[config.mk]
export PLATFORM = sky130hd
export DESIGN_NAME = addr_untag_unit
export DESIGN_NICKNAME = d
export VERILOG_FILES = /design/src/rtl/addr_untag_pkg.sv /design/src/rtl/untag_mode_sel.sv /design/src/rtl/untag_fill.sv /design/src/rtl/untag_canon_chk.sv /design/src/rtl/addr_untag_unit.sv
export SDC_FILE = /design/constraint.sdc
export NUM_CORES = 1
export LEC_CHECK = 0
export BUFFER_PORTS_ARGS = -buffer_cell sky130_fd_sc_hd__buf_2
export CORE_MARGIN = 2
export CORE_UTILIZATION = 40
export CTS_BUF_LIST = sky130_fd_sc_hd__clkbuf_4
export DETAILED_ROUTE_END_ITERATION = 10
export GPL_ROUTABILITY_DRIVEN = 0
export GPL_TIMING_DRIVEN = 0
export PLACE_DENSITY = 0.74
export SLEW_MARGIN = 25
export SYNTH_ARGS = -nofsm -noshare
export SYNTH_HDL_FRONTEND = slang
export SYNTH_SLANG_ARGS = --single-unit
[constraint.sdc]
create_clock -name clk -period 0.8 [get_ports clk]
set_input_delay 0.08 -clock clk [delete_from_list [all_inputs] [get_ports clk]]
set_output_delay 0.08 -clock clk [all_outputs]
set_load 0.01 [all_outputs]
[src/rtl/addr_untag_pkg.sv]
package addr_untag_pkg;

    localparam int unsigned ADDR_W = 64;

    typedef enum logic [1:0] {
        MASK_OFF = 2'd0,
        MASK_W48 = 2'd1,
        MASK_W57 = 2'd2
    } mask_mode_e;

    typedef struct packed {
        logic              valid;
        logic              fault;
        logic [ADDR_W-1:0] addr;
    } untag_result_t;

endpackage

[src/rtl/untag_mode_sel.sv]
module untag_mode_sel
    import addr_untag_pkg::*;
(
    input  logic       ptr_top,
    input  logic       is_fetch,
    input  logic       u48_en,
    input  logic       u57_en,
    input  logic       sup_en,
    input  logic       five_level,
    output mask_mode_e mode
);

    mask_mode_e user_mode;
    mask_mode_e sup_mode;

    // User side: the narrow (57) enable wins over the wide (48) one.
    always_comb begin
        if (u57_en) begin
            user_mode = MASK_W57;
        end else if (u48_en) begin
            user_mode = MASK_W48;
        end else begin
            user_mode = MASK_OFF;
        end
    end

    // Supervisor side: paging depth picks the width.
    always_comb begin
        if (!sup_en) begin
            sup_mode = MASK_OFF;
        end else if (five_level) begin
            sup_mode = MASK_W57;
        end else begin
            sup_mode = MASK_W48;
        end
    end

    always_comb begin
        if (is_fetch) begin
            mode = MASK_OFF;
        end else if (ptr_top) begin
            mode = sup_mode;
        end else begin
            mode = user_mode;
        end
    end

endmodule

[src/rtl/untag_fill.sv]
module untag_fill
    import addr_untag_pkg::*;
#(
    parameter int unsigned AW     = 64,
    parameter int unsigned LO_TOP = 47,
    parameter int unsigned HI_TOP = 56
) (
    input  logic [AW-1:0] addr_in,
    input  mask_mode_e    mode,
    output logic [AW-1:0] addr_out
);

    localparam int unsigned SIGN_BIT = AW - 1;

    for (genvar i = 0; i < AW; i++) begin : g_bit
        if (i == SIGN_BIT || i <= LO_TOP) begin : g_keep
            assign addr_out[i] = addr_in[i];
        end else if (i > HI_TOP) begin : g_both
            always_comb begin
                unique case (mode)
                    MASK_W48: addr_out[i] = addr_in[LO_TOP];
                    MASK_W57: addr_out[i] = addr_in[HI_TOP];
                    default:  addr_out[i] = addr_in[i];
                endcase
            end
        end else begin : g_wide_only
            assign addr_out[i] = (mode == MASK_W48) ? addr_in[LO_TOP] : addr_in[i];
        end
    end

endmodule

[src/rtl/untag_canon_chk.sv]
module untag_canon_chk #(
    parameter int unsigned AW     = 64,
    parameter int unsigned LO_TOP = 47,
    parameter int unsigned HI_TOP = 56
) (
    input  logic [AW-1:LO_TOP] upper,
    input  logic               narrow_top,
    output logic               fault
);

    localparam int unsigned SPAN   = AW - 1 - LO_TOP;
    localparam int unsigned HI_OFF = HI_TOP - LO_TOP;

    logic [SPAN-1:0] mismatch;
    logic [SPAN-1:0] hi_sel;

    for (genvar j = 0; j < SPAN; j++) begin : g_cmp
        assign mismatch[j] = upper[LO_TOP + j] ^ upper[AW-1];
        assign hi_sel[j]   = (j >= HI_OFF);
    end

    assign fault = narrow_top ? (|mismatch) : (|(mismatch & hi_sel));

endmodule

[src/rtl/addr_untag_unit.sv]
module addr_untag_unit
    import addr_untag_pkg::*;
#(
    parameter int unsigned LO_TOP = 47,
    parameter int unsigned HI_TOP = 56
) (
    input  logic              clk,
    input  logic              rst_n,
    input  logic              in_valid,
    input  logic [ADDR_W-1:0] in_addr,
    input  logic              in_is_fetch,
    input  logic              pt_u48_en,
    input  logic              pt_u57_en,
    input  logic              sup_mask_en,
    input  logic              five_level,
    output logic              out_valid,
    output logic [ADDR_W-1:0] out_addr,
    output logic              out_fault
);

    mask_mode_e        mode;
    logic [ADDR_W-1:0] clean_addr;
    logic              narrow_top;
    logic              canon_fault;
    untag_result_t     res_d;
    untag_result_t     res_q;

    untag_mode_sel u_mode (
        .ptr_top    (in_addr[ADDR_W-1]),
        .is_fetch   (in_is_fetch),
        .u48_en     (pt_u48_en),
        .u57_en     (pt_u57_en),
        .sup_en     (sup_mask_en),
        .five_level (five_level),
        .mode       (mode)
    );

    untag_fill #(
        .AW     (ADDR_W),
        .LO_TOP (LO_TOP),
        .HI_TOP (HI_TOP)
    ) u_fill (
        .addr_in  (in_addr),
        .mode     (mode),
        .addr_out (clean_addr)
    );

    assign narrow_top = (mode == MASK_W48) || !five_level;

    untag_canon_chk #(
        .AW     (ADDR_W),
        .LO_TOP (LO_TOP),
        .HI_TOP (HI_TOP)
    ) u_canon (
        .upper      (clean_addr[ADDR_W-1:LO_TOP]),
        .narrow_top (narrow_top),
        .fault      (canon_fault)
    );

    always_comb begin
        res_d       = '0;
        res_d.valid = in_valid;
        if (in_valid) begin
            res_d.addr  = clean_addr;
            res_d.fault = canon_fault;
        end
    end

    always_ff @(posedge clk or negedge rst_n) begin
        if (!rst_n) begin
            res_q <= '0;
        end else begin
            res_q <= res_d;
        end
    end

    assign out_valid = res_q.valid;
    assign out_addr  = res_q.addr;
    assign out_fault = res_q.fault;

endmodule

Yosys cells after proc, flatten, opt, wreduce, memory -nomap -nowiden
Cells that the tools add are included. W data, S select, Z words.

Bits in latches: 0. Memory bits (read-only): 0. Word-level logic and storage cells: 48. Bits of input ports: 72. Memories kept: 0. Output and inout bits: 66. Memory bits (writable): 0. Register bits: 66.

Eq/ne operators: 2. Add/sub/neg operators: 0. Mux-type cells: 23. Bitwise logic cells: 16. Shift operators: 0. Reductions and logical operators: 4. Div/mod/pow operators: 0. Multiply operators: 0. Order comparisons: 0.

Operators with widths (count): $mux W65 (1); $reduce_or A16 Y1 (1); $xor A1 B1 Y1 (16); $pmux W1 S2 (6); $mux W1 (11); $mux W2 (5); $reduce_or A7 Y1 (1); $eq A2 B1 Y1 const B (1); $eq A2 B2 Y1 const B (1); $logic_not A1 Y1 (1); $logic_or A1 B1 Y1 (1).

Depth between registers and ports, before layout
Depth in word-level cells: 10. Mapped depth: 11. Mapped depth without buffers: 10.

By module
A second synthesis with hierarchy kept.

Cells, all modules: 246. Area total of the unflattened synthesis: 2845.2 um^2.

By module, submodules not included: addr_untag_unit (sequential area each 1651.6 um^2, instances 1, area an instance 2139.6 um^2, cells an instance 140); untag_fill (sequential area each 0.0 um^2, instances 1, area an instance 574.3 um^2, cells an instance 86); untag_canon_chk (sequential area each 0.0 um^2, instances 1, area an instance 93.8 um^2, cells an instance 14); untag_mode_sel (sequential area each 0.0 um^2, instances 1, area an instance 37.5 um^2, cells an instance 6).

Least setup slack after synthesis
Ideal clock, no wire load.

Path type: input-to-reg. Start: input in_addr[63]. End: register res_q, in the netlist out_fault. Setup slack: -879 ps. Arrival: 1550 ps. Required time: 671 ps. Buffers on the path: 2. Setup time: 129 ps. Cell stages on the path: 10. Cell sequence: clkbuf_1 > nor2_1 > nand2_1 > a21o_1 > ha_1 > buf_6 > nor2b_4 > a211o_1 > o21ai_1 > a21boi_1.

RTL lines: start: declaration (line addr_untag_unit.sv:10) `input logic [ADDR_W-1:0] in_addr,`; end signal: assignment (line addr_untag_unit.sv:73) `res_q <= res_d;`; end: declaration (line addr_untag_unit.sv:26) `untag_result_t res_q;`.

==> results.yml <==
logic_synthesis:
  syn_area_per_cell_um2: 12.9
  syn-instance-count: 187
  syn_nets: 261
  synth_cell_types: 26
  synth_simple_gate_area_share_pct: 20.0
  synth_ff_type: "dfrtp_1"
  synth_edf_count: 0
  ys_async_sr_fraction_pct: 100
  seq_area_frac_synth_pct: 68.7
  yosys.area.top_type: "dfrtp_1"
  yosys-mux-area-fraction_pct: 0
  yosys-top-cells-area: "dfrtp_1 69%, and2_1 13%, a21boi_1 3.1%"
  ys_ff_latch: 66
  synth_most_common_cell: "dfrtp_1"
  yosys.area_share.adder_pct: 1.04
  ys_warn_count: 0
  synth_compound_area_share_pct: 7.13
  ys_top_cells_by_count: "66 x dfrtp_1, 50 x and2_1, 10 x a21boi_1, 10 x nand2b_1, 8 x inv_1"
  synth_area_um2: 2400
  synth_top_area_share_pct: 68.7
  synth_xor_area_share_pct: 0
  synth_top_family_by_area: "simple AND/OR/NAND/NOR gates"
critical_path:
  path_cells: "buf_8, nand2b_4, a21o_1, buf_6, ha_4, nand2_4, o21ai_4, a211o_1, o21ai_2, a21boi_1"
  crit_slowest_cell: "a211o_1"
  required_ps: 1070
  arrival_ps: 1460
  timing.critical_path.buf_inv: 2
  end_kind: "flop"
  critical_path_class: "in2reg"
  start_kind: "primary input"
  critPathMaxStageDelay_ps: 280
  crit_fanout: 9
  cpLargestDelayFamily: "compound AO/OA/AOI/OAI gates"
routing:
  ant_nets: 0
  wl_per_cell_um: 14.8
  drt_iter0_markers: 45
  remaining_drc_errors: 0
  dr.pass1.iters: 4
  vias_per_cell: 4.59
  routed-via-count: 2226
  wirelength_um: 7160
timing:
  fin_ws_ps: -393
  min_period_ps: 1190
  finalHoldViolCount: 0
  post-route-period-util_pct: 149
  maxSlewViolCount: 0
  grt_setup_unrepaired: "yes"
  setup_viol: 82
  slew_headroom_pct: 78.5
  worst_pin_slew_ps: 317
  max_freq_ghz: 0.838
global_route:
  antenna_found_initial: 0
  grt_pass1_vias: 2273
  overflow: 0
  grt_pass1_wl_um: 10300
  grt_max_degree: 50
  grtUsageTotal_pct: 20.8
cells_and_area:
  utilization_pct: 74.8
  fin_nets: 480
  syn_to_final_growth_pct: 82.0
  drive_gt1_share_pct: 46.6
  design_area_um2: 4380
  register_area_um2: 1650
  multi_input_area_um2: 827
  n_fill_cell: 383
  fin_cells: 485
  num_antenna_cells: 0
clocking:
  cts.sink_count: 66
  htreeDepth: 3
  cts.clk_slew.worst_paths_ps: 90
  numCtsBuffers: 9
  cts_tree: "built"
  clock_path_buffers: 2
  ctsRootBufferMaster: "clkbuf_4"
power_and_ir_drop:
  ir_worst_vdd_uv: 861
  p_per_area_nw_per_um2: 1680
  p_total_uw: 7360
  p_leak_uw: 0.00225
status:
  status: "finished, violations left"
  violations: "setup timing"
place:
  placed_cells: 399
  portBuffers: 136
  dpl.hpwl_um: 4210
  place_area_um2: 3230
  post-place-ws_ps: -877
hold_path:
  min_path_type: "in2reg"
floorplanning:
  io_pins: 138
  coreArea_um2: 5850
  die_h_um: 81.5
  initial_core_util_pct: 41.1
  die_area_um2: 6640
  chipWidth_um: 81.5
  rows: 28
run:
  drv_cap: 0
==> registers in the layout, summed over array words and instances, names as in the netlist <==
name / cells
out_addr: 64
out_fault: 1
out_valid: 1
==> cells by family (layout without fill, tap and decap cells) <==
family	count (synthesis)	count (layout)
AO/OA/AOI/OAI	25	25
buffers and inverters	17	240
flip-flops	66	66
adder cells (fa/ha/maj)	2	2
AND/OR/NAND/NOR	77	77
==> final timing paths <==
| path | start | endpoint | slack, ps | cells after the start |
|---|---|---|---|---|
| max in group asynchronous | rst_n | out_addr[40] | 210 | 3 |
| min in group asynchronous | rst_n | out_addr[51] | 90 | 2 |
| setup / recovery | in_addr[63] | out_fault | -390 | 10 |
| hold / removal | in_addr[63] | out_fault | 60 | 4 |
==> stage by stage <==
step | hold slack [ps] | setup TNS, ps
2_1_floorplan | -216 | -8300
3_3_place_gp | 293 | -47050
3_5_place_dp | -25.0 | -11110
4_1_cts | -70.2 | -15720
5_1_grt | 78.3 | -17990
6_report | 58.3 | -14180
==> layout by cell type, fill, tap and decap left out, types with 2 or more instances in the layout <==
master / count
buf_2: 112
dfrtp_1: 66
dlygate4sd3_1: 64
and2_1: 49
buf_6: 26
clkbuf_4: 11
a21boi_2: 7
buf_4: 7
inv_1: 6
a21oi_2: 6
nand2b_1: 6
clkbuf_1: 5
nand2b_4: 4
nand4_1: 4
a21boi_1: 3
nor4_1: 3
buf_8: 2
nor2_4: 2
a21o_1: 2
inv_2: 2
ha_4: 2
clkinv_1: 2
bufinv_16: 2
==> layer usage <==
| layer | track usage (%) | share of wire, % | vias up |
|---|---|---|---|
| met5 | 0 | 0 | - |
| met4 | 7.46 | 1.3 | 0 |
| met3 | 6.15 | 8.1 | 8 |
| met2 | 38.9 | 54 | 93 |
| met1 | 21.9 | 37 | 1086 |
| li1 | - | - | 1039 |
==> area by class of cell <==
cell class / instances / share of cell area [%]
Buffer: 8 / 1.14
Clock buffer: 11 / 1.89
Clock inverter: 4 / 1.54
Inverter: 8 / 0.686
Multi-Input combinational cell: 104 / 18.9
Sequential cell: 66 / 37.7
Tap cell: 75 / 2.14
Timing Repair Buffer: 209 / 35.9
==> power breakdown <==
| group | internal [uW] | switching [uW] |
|---|---|---|
| clock | 1300 | 1070 |
| combinational | 795 | 607 |
| sequential | 3520 | 62.6 |
==> repair_timing <==
item | in CTS | in global routing
resized for setup | 19 | 42
pin swaps | 2 | 20
hold buffers | 64 | 0
hold endpoints to repair | 130 | 0
setup endpoints to repair | 82 | 82
setup buffers | 3 | 5
No activity file was read; power rests on OpenSTA's default activity.
